### src/rtl/exc_prio_pkg.sv
package exc_prio_pkg;

  localparam int VEC_W = 20;
  typedef logic [VEC_W-1:0] vec_t;

  // Asynchronous source indices; index order is the selection priority.
  localparam int SRC_N  = 7;
  localparam int NMI_N  = 2;
  localparam int S_SRST = 0;
  localparam int S_MCHK = 1;
  localparam int S_SMI  = 2;
  localparam int S_EXT  = 3;
  localparam int S_THRM = 4;
  localparam int S_DEC  = 5;
  localparam int S_PERF = 6;

  localparam vec_t V_SRST  = 20'h00100;
  localparam vec_t V_MCHK  = 20'h00200;
  localparam vec_t V_EXT   = 20'h00500;
  localparam vec_t V_PROG  = 20'h00700;
  localparam vec_t V_FPU   = 20'h00800;
  localparam vec_t V_DEC   = 20'h00900;
  localparam vec_t V_SC    = 20'h00C00;
  localparam vec_t V_TRACE = 20'h00D00;
  localparam vec_t V_PERF  = 20'h00F00;
  localparam vec_t V_IABR  = 20'h01300;
  localparam vec_t V_SMI   = 20'h01400;
  localparam vec_t V_THRM  = 20'h01700;

  typedef enum logic [1:0] {
    FK_PROG = 2'd0,
    FK_FPU  = 2'd1,
    FK_SC   = 2'd2,
    FK_NONE = 2'd3
  } fkind_e;

  localparam int KIND_W = $bits(fkind_e);

  function automatic vec_t src_vec(input int idx);
    case (idx)
      S_SRST:  return V_SRST;
      S_MCHK:  return V_MCHK;
      S_SMI:   return V_SMI;
      S_EXT:   return V_EXT;
      S_THRM:  return V_THRM;
      S_DEC:   return V_DEC;
      default: return V_PERF;
    endcase
  endfunction

  function automatic logic is_maskable(input vec_t v);
    return (v == V_SMI) || (v == V_EXT) || (v == V_THRM) ||
           (v == V_DEC) || (v == V_PERF);
  endfunction

endpackage

### src/rtl/exc_edge_latch.sv
module exc_edge_latch #(
  parameter int N = 7,
  parameter logic [N-1:0] TRIP_MASK = '0
) (
  input  logic         clk,
  input  logic         rst_n,
  input  logic [N-1:0] lvl_i,
  input  logic [N-1:0] arm_i,
  input  logic [N-1:0] clr_i,
  output logic [N-1:0] pend_o,
  output logic         trip_o
);

  logic [N-1:0] prev_q;
  logic [N-1:0] pend_q;
  logic [N-1:0] rise;

  assign rise   = lvl_i & ~prev_q;
  assign pend_o = pend_q;
  // A refused edge on a masked-in source (disabled machine check).
  assign trip_o = |(rise & ~arm_i & TRIP_MASK);

  always_ff @(posedge clk) begin
    if (!rst_n) begin
      prev_q <= '0;
      pend_q <= '0;
    end else begin
      prev_q <= lvl_i;
      // a fresh edge wins over a clear in the same cycle
      pend_q <= (pend_q & ~clr_i) | (rise & arm_i);
    end
  end

  for (genvar g = 0; g < N; g++) begin : g_chk
    assert_armed_R8: assert property (@(posedge clk) disable iff (!rst_n)
      $rose(pend_q[g]) |-> $past(arm_i[g]));
    assert_cleared_R10: assert property (@(posedge clk) disable iff (!rst_n)
      (clr_i[g] && !(lvl_i[g] && !prev_q[g])) |=> !pend_q[g]);
  end

endmodule

### src/rtl/exc_sync_pick.sv
module exc_sync_pick
  import exc_prio_pkg::*;
#(
  parameter int NSLOT = 4,
  parameter int AGE_W = 4
) (
  input  logic [NSLOT-1:0]        vld_i,
  input  logic [KIND_W*NSLOT-1:0] kind_i,
  input  logic [AGE_W*NSLOT-1:0]  age_i,
  input  logic                    fp_on_i,
  output logic                    hit_o,
  output vec_t                    vec_o
);

  logic [NSLOT-1:0] elig;
  fkind_e           kind [NSLOT];

  for (genvar s = 0; s < NSLOT; s++) begin : g_slot
    assign kind[s] = fkind_e'(kind_i[KIND_W*s +: KIND_W]);
    assign elig[s] = vld_i[s] && (kind[s] != FK_NONE) &&
                     !((kind[s] == FK_FPU) && fp_on_i);
  end

  logic [AGE_W-1:0] best_age;
  fkind_e           best_kind;

  always_comb begin
    hit_o     = 1'b0;
    best_age  = '0;
    best_kind = FK_PROG;
    for (int s = 0; s < NSLOT; s++) begin
      // strict compare keeps the lower index on equal ages
      if (elig[s] && (!hit_o || (age_i[AGE_W*s +: AGE_W] < best_age))) begin
        hit_o     = 1'b1;
        best_age  = age_i[AGE_W*s +: AGE_W];
        best_kind = kind[s];
      end
    end
  end

  always_comb begin
    vec_o = '0;
    if (hit_o) begin
      case (best_kind)
        FK_FPU:  vec_o = V_FPU;
        FK_SC:   vec_o = V_SC;
        default: vec_o = V_PROG;
      endcase
    end
  end

  always_comb begin
    if (!(|vld_i)) begin
      assert_idle_R5: assert (!hit_o);
    end
  end

endmodule

### src/rtl/exc_prio_top.sv
module exc_prio_top
  import exc_prio_pkg::*;
#(
  parameter int NSLOT = 4,
  parameter int AGE_W = 4,
  parameter int IA_W  = 30
) (
  input  logic                    clk,
  input  logic                    rst_n,
  input  logic                    sreset_i,
  input  logic                    mchk_i,
  input  logic                    msr_me_i,
  input  logic [NSLOT-1:0]        flt_vld_i,
  input  logic [2*NSLOT-1:0]      flt_kind_i,
  input  logic [AGE_W*NSLOT-1:0]  flt_age_i,
  input  logic                    cmpl_vld_i,
  input  logic                    cmpl_branch_i,
  input  logic                    cmpl_isync_i,
  input  logic [IA_W-1:0]         cmpl_waddr_i,
  input  logic [IA_W-1:0]         bp_addr_i,
  input  logic                    bp_te_i,
  input  logic                    bp_en_i,
  input  logic                    ext_i,
  input  logic                    dec_msb_i,
  input  logic                    smi_i,
  input  logic                    thrm_i,
  input  logic                    perf_i,
  input  logic                    msr_ee_i,
  input  logic                    msr_se_i,
  input  logic                    msr_be_i,
  input  logic                    msr_fp_i,
  input  logic                    msr_ir_i,
  input  logic                    msr_ri_i,
  input  logic                    stq_empty_i,
  input  logic                    next_done_i,
  output logic                    take_o,
  output logic [VEC_W-1:0]        vec_o,
  output logic                    checkstop_o,
  output logic                    recov_o
);

  localparam logic [SRC_N-1:0] TRIP_MASK = SRC_N'(1) << S_MCHK;

  logic [SRC_N-1:0] src_lvl, src_arm, src_clr, src_pend;
  logic             mchk_trip;

  always_comb begin
    src_lvl         = '0;
    src_lvl[S_SRST] = sreset_i;
    src_lvl[S_MCHK] = mchk_i;
    src_lvl[S_SMI]  = smi_i;
    src_lvl[S_EXT]  = ext_i;
    src_lvl[S_THRM] = thrm_i;
    src_lvl[S_DEC]  = dec_msb_i;
    src_lvl[S_PERF] = perf_i;
    src_arm         = '1;
    src_arm[S_MCHK] = msr_me_i;
    src_arm[S_DEC]  = msr_ee_i;
  end

  exc_edge_latch #(.N(SRC_N), .TRIP_MASK(TRIP_MASK)) u_latch (
    .clk    (clk),
    .rst_n  (rst_n),
    .lvl_i  (src_lvl),
    .arm_i  (src_arm),
    .clr_i  (src_clr),
    .pend_o (src_pend),
    .trip_o (mchk_trip)
  );

  logic sync_hit;
  vec_t sync_vec;

  exc_sync_pick #(.NSLOT(NSLOT), .AGE_W(AGE_W)) u_sync (
    .vld_i   (flt_vld_i),
    .kind_i  (flt_kind_i),
    .age_i   (flt_age_i),
    .fp_on_i (msr_fp_i),
    .hit_o   (sync_hit),
    .vec_o   (sync_vec)
  );

  logic bp_hit, trc_hit;
  assign bp_hit  = cmpl_vld_i && bp_en_i && (bp_addr_i == cmpl_waddr_i) &&
                   (bp_te_i == msr_ir_i);
  assign trc_hit = cmpl_vld_i && !cmpl_isync_i &&
                   (msr_se_i || (cmpl_branch_i && msr_be_i));

  logic take_q, stop_q;
  vec_t vec_q;
  logic allow, sel_vld;
  vec_t sel_vec;

  assign allow = !stop_q && !mchk_trip;

  always_comb begin
    sel_vld = 1'b0;
    sel_vec = '0;
    src_clr = '0;
    if (allow) begin
      for (int k = 0; k < NMI_N; k++) begin
        if (!sel_vld && src_pend[k]) begin
          sel_vld    = 1'b1;
          sel_vec    = src_vec(k);
          src_clr[k] = 1'b1;
        end
      end
      if (!sel_vld && !take_q) begin
        if (sync_hit) begin
          sel_vld = 1'b1;
          sel_vec = sync_vec;
        end else if (bp_hit) begin
          sel_vld = 1'b1;
          sel_vec = V_IABR;
        end else if (trc_hit) begin
          sel_vld = 1'b1;
          sel_vec = V_TRACE;
        end else if (msr_ee_i) begin
          for (int k = NMI_N; k < SRC_N; k++) begin
            if (!sel_vld && src_pend[k]) begin
              sel_vld    = 1'b1;
              sel_vec    = src_vec(k);
              src_clr[k] = 1'b1;
            end
          end
        end
      end
    end
  end

  always_ff @(posedge clk) begin
    if (!rst_n) begin
      take_q <= 1'b0;
      vec_q  <= '0;
      stop_q <= 1'b0;
    end else begin
      take_q <= sel_vld;
      vec_q  <= sel_vld ? sel_vec : '0;
      stop_q <= stop_q | mchk_trip;
    end
  end

  assign take_o      = take_q;
  assign vec_o       = vec_q;
  assign checkstop_o = stop_q;
  assign recov_o     = msr_ri_i && stq_empty_i && next_done_i;

  assert_stop_sticky_R4: assert property (@(posedge clk) disable iff (!rst_n)
    checkstop_o |=> checkstop_o);
  assert_stop_quiet_R4: assert property (@(posedge clk) disable iff (!rst_n)
    checkstop_o |-> !take_o);
  assert_take_gap_R10: assert property (@(posedge clk) disable iff (!rst_n)
    take_o |=> (!take_o || vec_o == V_SRST || vec_o == V_MCHK));
  assert_mask_ee_R9: assert property (@(posedge clk) disable iff (!rst_n)
    (take_o && is_maskable(vec_o)) |-> $past(msr_ee_i));
  assert_no_isync_trace_R7: assert property (@(posedge clk) disable iff (!rst_n)
    (take_o && vec_o == V_TRACE) |-> !$past(cmpl_isync_i));
  assert_idle_vec_R1: assert property (@(posedge clk) disable iff (!rst_n)
    !take_o |-> (vec_o == '0));

endmodule

### config.mk
export PLATFORM = sky130hd
export DESIGN_NAME = exc_prio_top
export DESIGN_NICKNAME = d
export VERILOG_FILES = /design/src/rtl/exc_prio_pkg.sv /design/src/rtl/exc_edge_latch.sv /design/src/rtl/exc_sync_pick.sv /design/src/rtl/exc_prio_top.sv
export SDC_FILE = /design/constraint.sdc
export NUM_CORES = 1
export LEC_CHECK = 0
export BUFFER_PORTS_ARGS = -buffer_cell sky130_fd_sc_hd__buf_2
export CORE_ASPECT_RATIO = 0.9
export CORE_MARGIN = 1
export CORE_UTILIZATION = 44
export CTS_BUF_LIST = sky130_fd_sc_hd__clkbuf_8
export DETAILED_ROUTE_END_ITERATION = 8
export HOLD_SLACK_MARGIN = 0.08
export MAX_ROUTING_LAYER = met4
export PLACE_DENSITY = 0.85
export RECOVER_POWER = 50
export SYNTH_ARGS = -nofsm -noshare
export SYNTH_HDL_FRONTEND = slang
export SYNTH_SLANG_ARGS = --single-unit
### constraint.sdc
create_clock -name clk -period 6.9 [get_ports clk]
set_clock_uncertainty 0.05 [all_clocks]
set_input_delay 0.69 -clock clk [delete_from_list [all_inputs] [get_ports clk]]
set_output_delay 0.69 -clock clk [all_outputs]
set_load 0.1 [all_outputs]
==> results of run 1 <==
## state kept, by name, summed over array words and instances (netlist names)
signal	flops
u_latch.pend_o	7
checkstop_o	1
vec_o	5
take_o	1
u_latch.prev_q	7
## cells in the final DEF, fill, tap and decap left out, types with 3 or more instances in the layout
cell type	synthesis	routed
sky130_fd_sc_hd__nand2_1	23	23
sky130_fd_sc_hd__clkbuf_8	0	3
sky130_fd_sc_hd__dfxtp_1	21	21
sky130_fd_sc_hd__inv_1	12	12
sky130_fd_sc_hd__o21ai_2	3	3
sky130_fd_sc_hd__nor3_1	3	3
sky130_fd_sc_hd__o21a_1	4	4
sky130_fd_sc_hd__nor4_1	10	10
sky130_fd_sc_hd__a21oi_1	11	11
sky130_fd_sc_hd__xor2_1	31	31
sky130_fd_sc_hd__o21ai_0	9	9
sky130_fd_sc_hd__buf_2	1	113
sky130_fd_sc_hd__nor2_1	16	16
sky130_fd_sc_hd__nor2b_1	8	8
sky130_fd_sc_hd__mux2_2	3	3
sky130_fd_sc_hd__conb_1	1	15
sky130_fd_sc_hd__and2_1	6	4
sky130_fd_sc_hd__ha_1	10	10
sky130_fd_sc_hd__o31ai_1	3	3
sky130_fd_sc_hd__and3_1	3	3
sky130_fd_sc_hd__clkbuf_1	1	5
## routing by layer
layer	GRT usage (%)	routed length, um	vias up
met5	-	0	-
met4	6.49	57	0
met3	2.13	319	8
met2	40.6	2630	104
met1	23.4	2080	952
li1	-	-	1106
## worst register-to-register path, cell delays in order, from the launching register on
cell and delay [ns]:
sky130_fd_sc_hd__dfxtp_1 0.36, sky130_fd_sc_hd__or3_1 0.41, sky130_fd_sc_hd__or3_1 0.38, sky130_fd_sc_hd__o31a_1 0.29, sky130_fd_sc_hd__o31ai_2 0.30, sky130_fd_sc_hd__a221oi_1 0.15
## how the worst max path moves through the flow
stage,start,endpoint,cells after the start
CTS,msr_fp_i,vec_o[9]$_SDFF_PN0_,28
floorplan,flt_kind_i[1],vec_o[9]$_SDFF_PN0_,26
detailed placement,msr_fp_i,vec_o[9]$_SDFF_PN0_,28
global placement,flt_kind_i[1],vec_o[8]$_SDFF_PN0_,26
finish,msr_fp_i,vec_o[9]$_SDFF_PN0_,26
global route,msr_fp_i,vec_o[9]$_SDFF_PN0_,28
## area by class of cell
cell class              instances  share of cell area [%]
repair buffers                119                    22.2
inverters                      12                    1.69
well taps                      62                    2.91
clock buffers                   3                    1.55
clock inverters                 1                   0.187
flip-flops and latches         21                    15.7
multi-input cells             211                    55.8
## power groups by stage
stage | registers (mW) | logic (mW) | clock network, mW
3_3_place_gp | 0.139 | 0.207 | 0
3_5_place_dp | 0.139 | 0.211 | 0
2_1_floorplan | 0.163 | 0.134 | 0
6_report | 0.136 | 0.212 | 0.0800
5_1_grt | 0.137 | 0.230 | 0.0849
4_1_cts | 0.136 | 0.212 | 0.0814
## timing repair
item | 4_1_cts | 5_1_grt
gates resized for setup | 0 | 1
endpoints found under the setup margin | 0 | 2
hold buffers | 0 | 0
## cell families after synthesis
group                      after synthesis  synth area share, %
AOI/OAI and AO/OA                       65                 26.3
xor gates and xnor gates                31                 13.4
adders and majority gates               10                 6.18
buffers and inverters                   30                 8.59
DFF                                     21                 20.8
muxes                                    5                 2.66
other                                    1                0.185
and+or+nand+nor                         85                 21.9
==> out/metrics.cfg, run 1 <==
[cts]
reg_clk_slew_reported_paths_ns = 0.07
worstSkewPairLatency_ns = 0.26
cts_post_setup_buffers_inserted = 0
clk_path_buf_depth = 2
cts-buffers-inserted = 3
htree_levels = 1
clock-sinks = 21
cts_tree = built
clockRootBuffer = sky130_fd_sc_hd__clkbuf_8

[cells_and_area]
multi_input_area_um2 = 1490
drive_gt1_share_pct = 39.0
post_layout_nonfiller_instances = 429
antennaDiodeCount = 0
layout.core_utilization_pct = 60.2
finalInstanceArea_um2 = 2670
finalNetCount = 489
fillers = 408
synthToLayoutAreaGrowth_pct = 31.8
final-seq-area_um2 = 420

[timing]
slew_headroom_pct = 22.0
post-route-min-period_ns = 6.35
fmaxAchievable_ghz = 0.157
final_hold_viol_count = 0
slew_at_the_pin_closest_to_its_max_slew_limit_ns = 1.17
timing.setup.tns_ns = 0
hold-worst-slack_ns = 0.369
worst_slack_ns = 0.550
layout_worst_path_cycle_share_pct = 92.0
slew_violations = 0
setup_viol = 0
unrepaired_setup_endpoints_after_global_routing = no

[placed_design]
dpl_worst_slack_ns = 0.114
hpwl_mm = 4.39
placement.io_buffers = 118
routabilityCongestion = 0.863
placed_instance_area_um2 = 2630
post-place-cells = 425

[routing]
antenna_left = 0
detailed_route_vias_per_instance = 5.06
routedWlPerCell_um = 11.9
postRouteWirelength_mm = 5.09
drc = 0
drt-initial-drc-count = 119
drt_first_pass_iters = 4
overall_via_count_from_detail_route = 2170

[critical_path]
cp_max_delay_cell = sky130_fd_sc_hd__o41a_1
worst_path_top_cell_family_by_delay = compound AO/OA/AOI/OAI gates
critPathMostFrequentCell = sky130_fd_sc_hd__ha_1
end_of_the_worst_register_to_register_path = vec_o[9]$_SDFF_PN0_
critical_path_required_ns = 7.02
cp.arrival_ns = 6.47
cp_slowest_stage_delay_ns = 0.42
timing.reg2reg.setup_slack_ns = 4.82
worstSetupPathType = input pin to flop
worstPathMaxFanout = 10
worstReg2RegStart = u_latch.pend_o[1]$_SDFF_PN0_
setup.worst_path.end_class = flop
kind_of_launch_point_of_the_worst_setup_path = input pin
rr_worst_depth = 5
critical_path_buf_inv_count = 1

[power_and_ir_drop]
p_comb_share_pct = 49.5
power_mw = 0.429
internal_cell_power_mw = 0.245
power.leakage_nw = 1.29
max-vdd-ir-drop_v = 0.000136
power.switching_fraction_pct = 42.9
clock_power_share_pct = 18.7
power.switching_mw = 0.184
seqPwrFrac_pct = 31.8
power.density_cell_area_nw_per_um2 = 161

[global_route]
grt_start_max_net_pins = 17
grt_antenna_before_repair = 0
grt_first_pass_wirelength_mm = 8.08
first_global_vias = 1964
global_route.overflow_total = 0
grt.total_usage_pct = 21.4

[run]
max_cap_viol_count = 0

[logic_synthesis]
synth_top_area_share_pct = 20.8
ys_dominant_reg_cell = sky130_fd_sc_hd__dfxtp_1
syn-mean-instance-area_um2 = 8.17
synth.ff_latch_count = 21
ys_types = 61
synth_async_sr_flop_share_pct = 0
synth.top_cells.by_area = sky130_fd_sc_hd__dfxtp_1 (21%), sky130_fd_sc_hd__xor2_1 (13%), sky130_fd_sc_hd__ha_1 (6.2%), sky130_fd_sc_hd__buf_4 (5.6%), sky130_fd_sc_hd__nand2_1 (4.3%)
post-synth-top-area-cell = sky130_fd_sc_hd__dfxtp_1
post_synth_instance_area_um2 = 2030
synthMostInstantiatedCell = sky130_fd_sc_hd__xor2_1
synth_edf_count = 0
post_synth_most_frequent_cells = sky130_fd_sc_hd__xor2_1 (31), sky130_fd_sc_hd__nand2_1 (23), sky130_fd_sc_hd__dfxtp_1 (21)
syn_warnings = 0
ys_seq_area_share_pct = 20.8
syn-instance-count = 248

[floorplanning]
chipHeight_um = 66.4
core_region_area_um2 = 4430
die_w_um = 73.5
die_area_um2 = 4880
io_pins = 134
placement_rows = 23
initial_util_pct = 45.7

[hold_path]
hold_depth = 1
classification_of_the_worst_slack_hold_path = flop to flop
worst_hold_path.endpoint = u_latch.pend_o[0]$_SDFF_PN0_
launch_point_of_the_worst_hold_path = u_latch.prev_q[0]$_SDFF_PN0_

[status]
run_status = completed

No activity file was read; power rests on OpenSTA's default activity.
==> run 2, diff against run 1 <==
==> constraint.sdc (replaced) <==
create_clock -name clk -period 6.9 [get_ports clk]
set_clock_uncertainty 0.05 [all_clocks]
set_input_delay 1.035 -clock clk [delete_from_list [all_inputs] [get_ports clk]]
set_output_delay 1.035 -clock clk [all_outputs]
set_load 0.1 [all_outputs]
==> run 2 against run 1 <==
Final cell count grew 0.93%. Largest cell class unchanged. Utilization up 0.71 points. Critical path type unchanged. First-iteration DRC count fell by 36%.
==> out/metrics.cfg, run 2 (synthesis results as in run 1) <==
[floorplanning]
core_region_area_um2 = 4430
initial_util_pct = 45.7
placement_rows = 23
chipHeight_um = 66.4
io_pins = 134
die_area_um2 = 4880
die_w_um = 73.5

[cts]
post_cts_hold_buffer_count = 0
cts_tree = built
clk_path_buf_depth = 2
clock-sinks = 21
cts-buffers-inserted = 3
clockRootBuffer = sky130_fd_sc_hd__clkbuf_8
reg_clk_slew_reported_paths_ns = 0.08
htree_levels = 1
worstSkewPairLatency_ns = 0.26

[critical_path]
cp_slowest_stage_delay_ns = 0.42
kind_of_launch_point_of_the_worst_setup_path = input pin
worstSetupPathType = input pin to flop
setup.worst_path.end_class = flop
critPathMostFrequentCell = sky130_fd_sc_hd__ha_1
worstPathMaxFanout = 7
critical_path_required_ns = 7.01
cp_max_delay_cell = sky130_fd_sc_hd__o41a_1
cp.arrival_ns = 6.54

[placed_design]
routabilityCongestion = 0.871
hpwl_mm = 4.50
placement.io_buffers = 118

[run]
max_cap_viol_count = 0

[routing]
postRouteWirelength_mm = 5.18
routedWlPerCell_um = 12.0
drt_first_pass_iters = 4
antenna_left = 0
drt-initial-drc-count = 76
drc = 0
detailed_route_vias_per_instance = 5.04
overall_via_count_from_detail_route = 2182

[cells_and_area]
fillers = 416
synthToLayoutAreaGrowth_pct = 33.4
final-seq-area_um2 = 420
mostFrequentLayoutCells = sky130_fd_sc_hd__buf_2 (113), sky130_fd_sc_hd__xor2_1 (31), sky130_fd_sc_hd__nand2_1 (23), sky130_fd_sc_hd__dfxtp_1 (21), sky130_fd_sc_hd__nor2_1 (16)
multi_input_area_um2 = 1490
antennaDiodeCount = 0
finalNetCount = 493
drive_gt1_share_pct = 39.9
final_common_cell = sky130_fd_sc_hd__buf_2

[timing]
post-route-min-period_ns = 6.43
setup_viol = 0
slew_violations = 0
fmaxAchievable_ghz = 0.155
slew_at_the_pin_closest_to_its_max_slew_limit_ns = 1.20
final_hold_viol_count = 0
slew_headroom_pct = 20.5
unrepaired_setup_endpoints_after_global_routing = no
layout_worst_path_cycle_share_pct = 93.2
hold-worst-slack_ns = 0.375

[global_route]
grt_start_max_net_pins = 17
grt_antenna_before_repair = 0
grt_first_pass_wirelength_mm = 8.65
grt.total_usage_pct = 22.7
first_global_vias = 2180
global_route.overflow_total = 0

[power_and_ir_drop]
power.density_cell_area_nw_per_um2 = 159
max-vdd-ir-drop_v = 0.0000921
power.leakage_nw = 1.31
power_mw = 0.430

[hold_path]
classification_of_the_worst_slack_hold_path = flop to flop

[status]
run_status = completed

==> run 2: worst max-delay path: cells and delay by family <==
kind	cells	cell delay [ns]
AO/OA/AOI/OAI	15	3.17
adder cells (fa/ha/maj)	4	1.16
AND/OR/NAND/NOR	5	0.70
multiplexers	1	0.34
buffers and inverters	1	0.12
==> run 2: area by class of cell <==
class                   instances  area share, %
multi-input cells             211           55.2
repair buffers                123           23.0
flip-flops and latches         21           15.6
well taps                      62           2.87
inverters                      12           1.67
clock buffers                   3           1.53
clock inverters                 1          0.185
==> run 2: worst paths after layout <==
| kind | slack (ns) | startpoint | depth (start not counted) | endpoint |
|---|---|---|---|---|
| worst max-delay path | 0.47 | flt_kind_i[1] | 26 | vec_o[8]$_SDFF_PN0_ |
| worst min-delay path | 0.38 | u_latch.prev_q[0]$_SDFF_PN0_ | 1 | u_latch.pend_o[0]$_SDFF_PN0_ |
| worst max register to register | 4.85 | u_latch.pend_o[2]$_SDFF_PN0_ | 5 | vec_o[8]$_SDFF_PN0_ |
| worst min register to register | 0.38 | u_latch.prev_q[0]$_SDFF_PN0_ | 1 | u_latch.pend_o[0]$_SDFF_PN0_ |
==> run 2: power breakdown <==
part           switching [mW]  total (mW)  internal (mW)  leakage [nW]
sequential            0.00601       0.136          0.130         0.174
clock                  0.0377      0.0778         0.0402        0.0255
combinational           0.139       0.216         0.0770          1.11
total                   0.183       0.430          0.247          1.31
==> run 2: what timing repair did <==
item / 4_1_cts / 5_1_grt
endpoints found under the setup margin: 0 / 3
resized for setup: 0 / 2
setup buffers: 0 / 3
==> run 2: through the flow <==
step	utilization, %	setup TNS [ns]	setup slack [ns]	area [um^2]	std cells
global route	61.0	0	0.0720	2700	433
global placement	59.4	0	0.266	2630	426
finish	61.0	0	0.466	2700	433
detailed placement	59.4	-0.162	-0.0861	2630	426
floorplan	-	0	0.391	2080	262
CTS	60.4	0	0.193	2680	430
==> run 2: layer usage <==
layer  track usage (%)  share of wire, %
met5                 -                 0
met4              7.69               1.6
met3              2.74               5.7
met2              43.5                52
met1              23.8                41
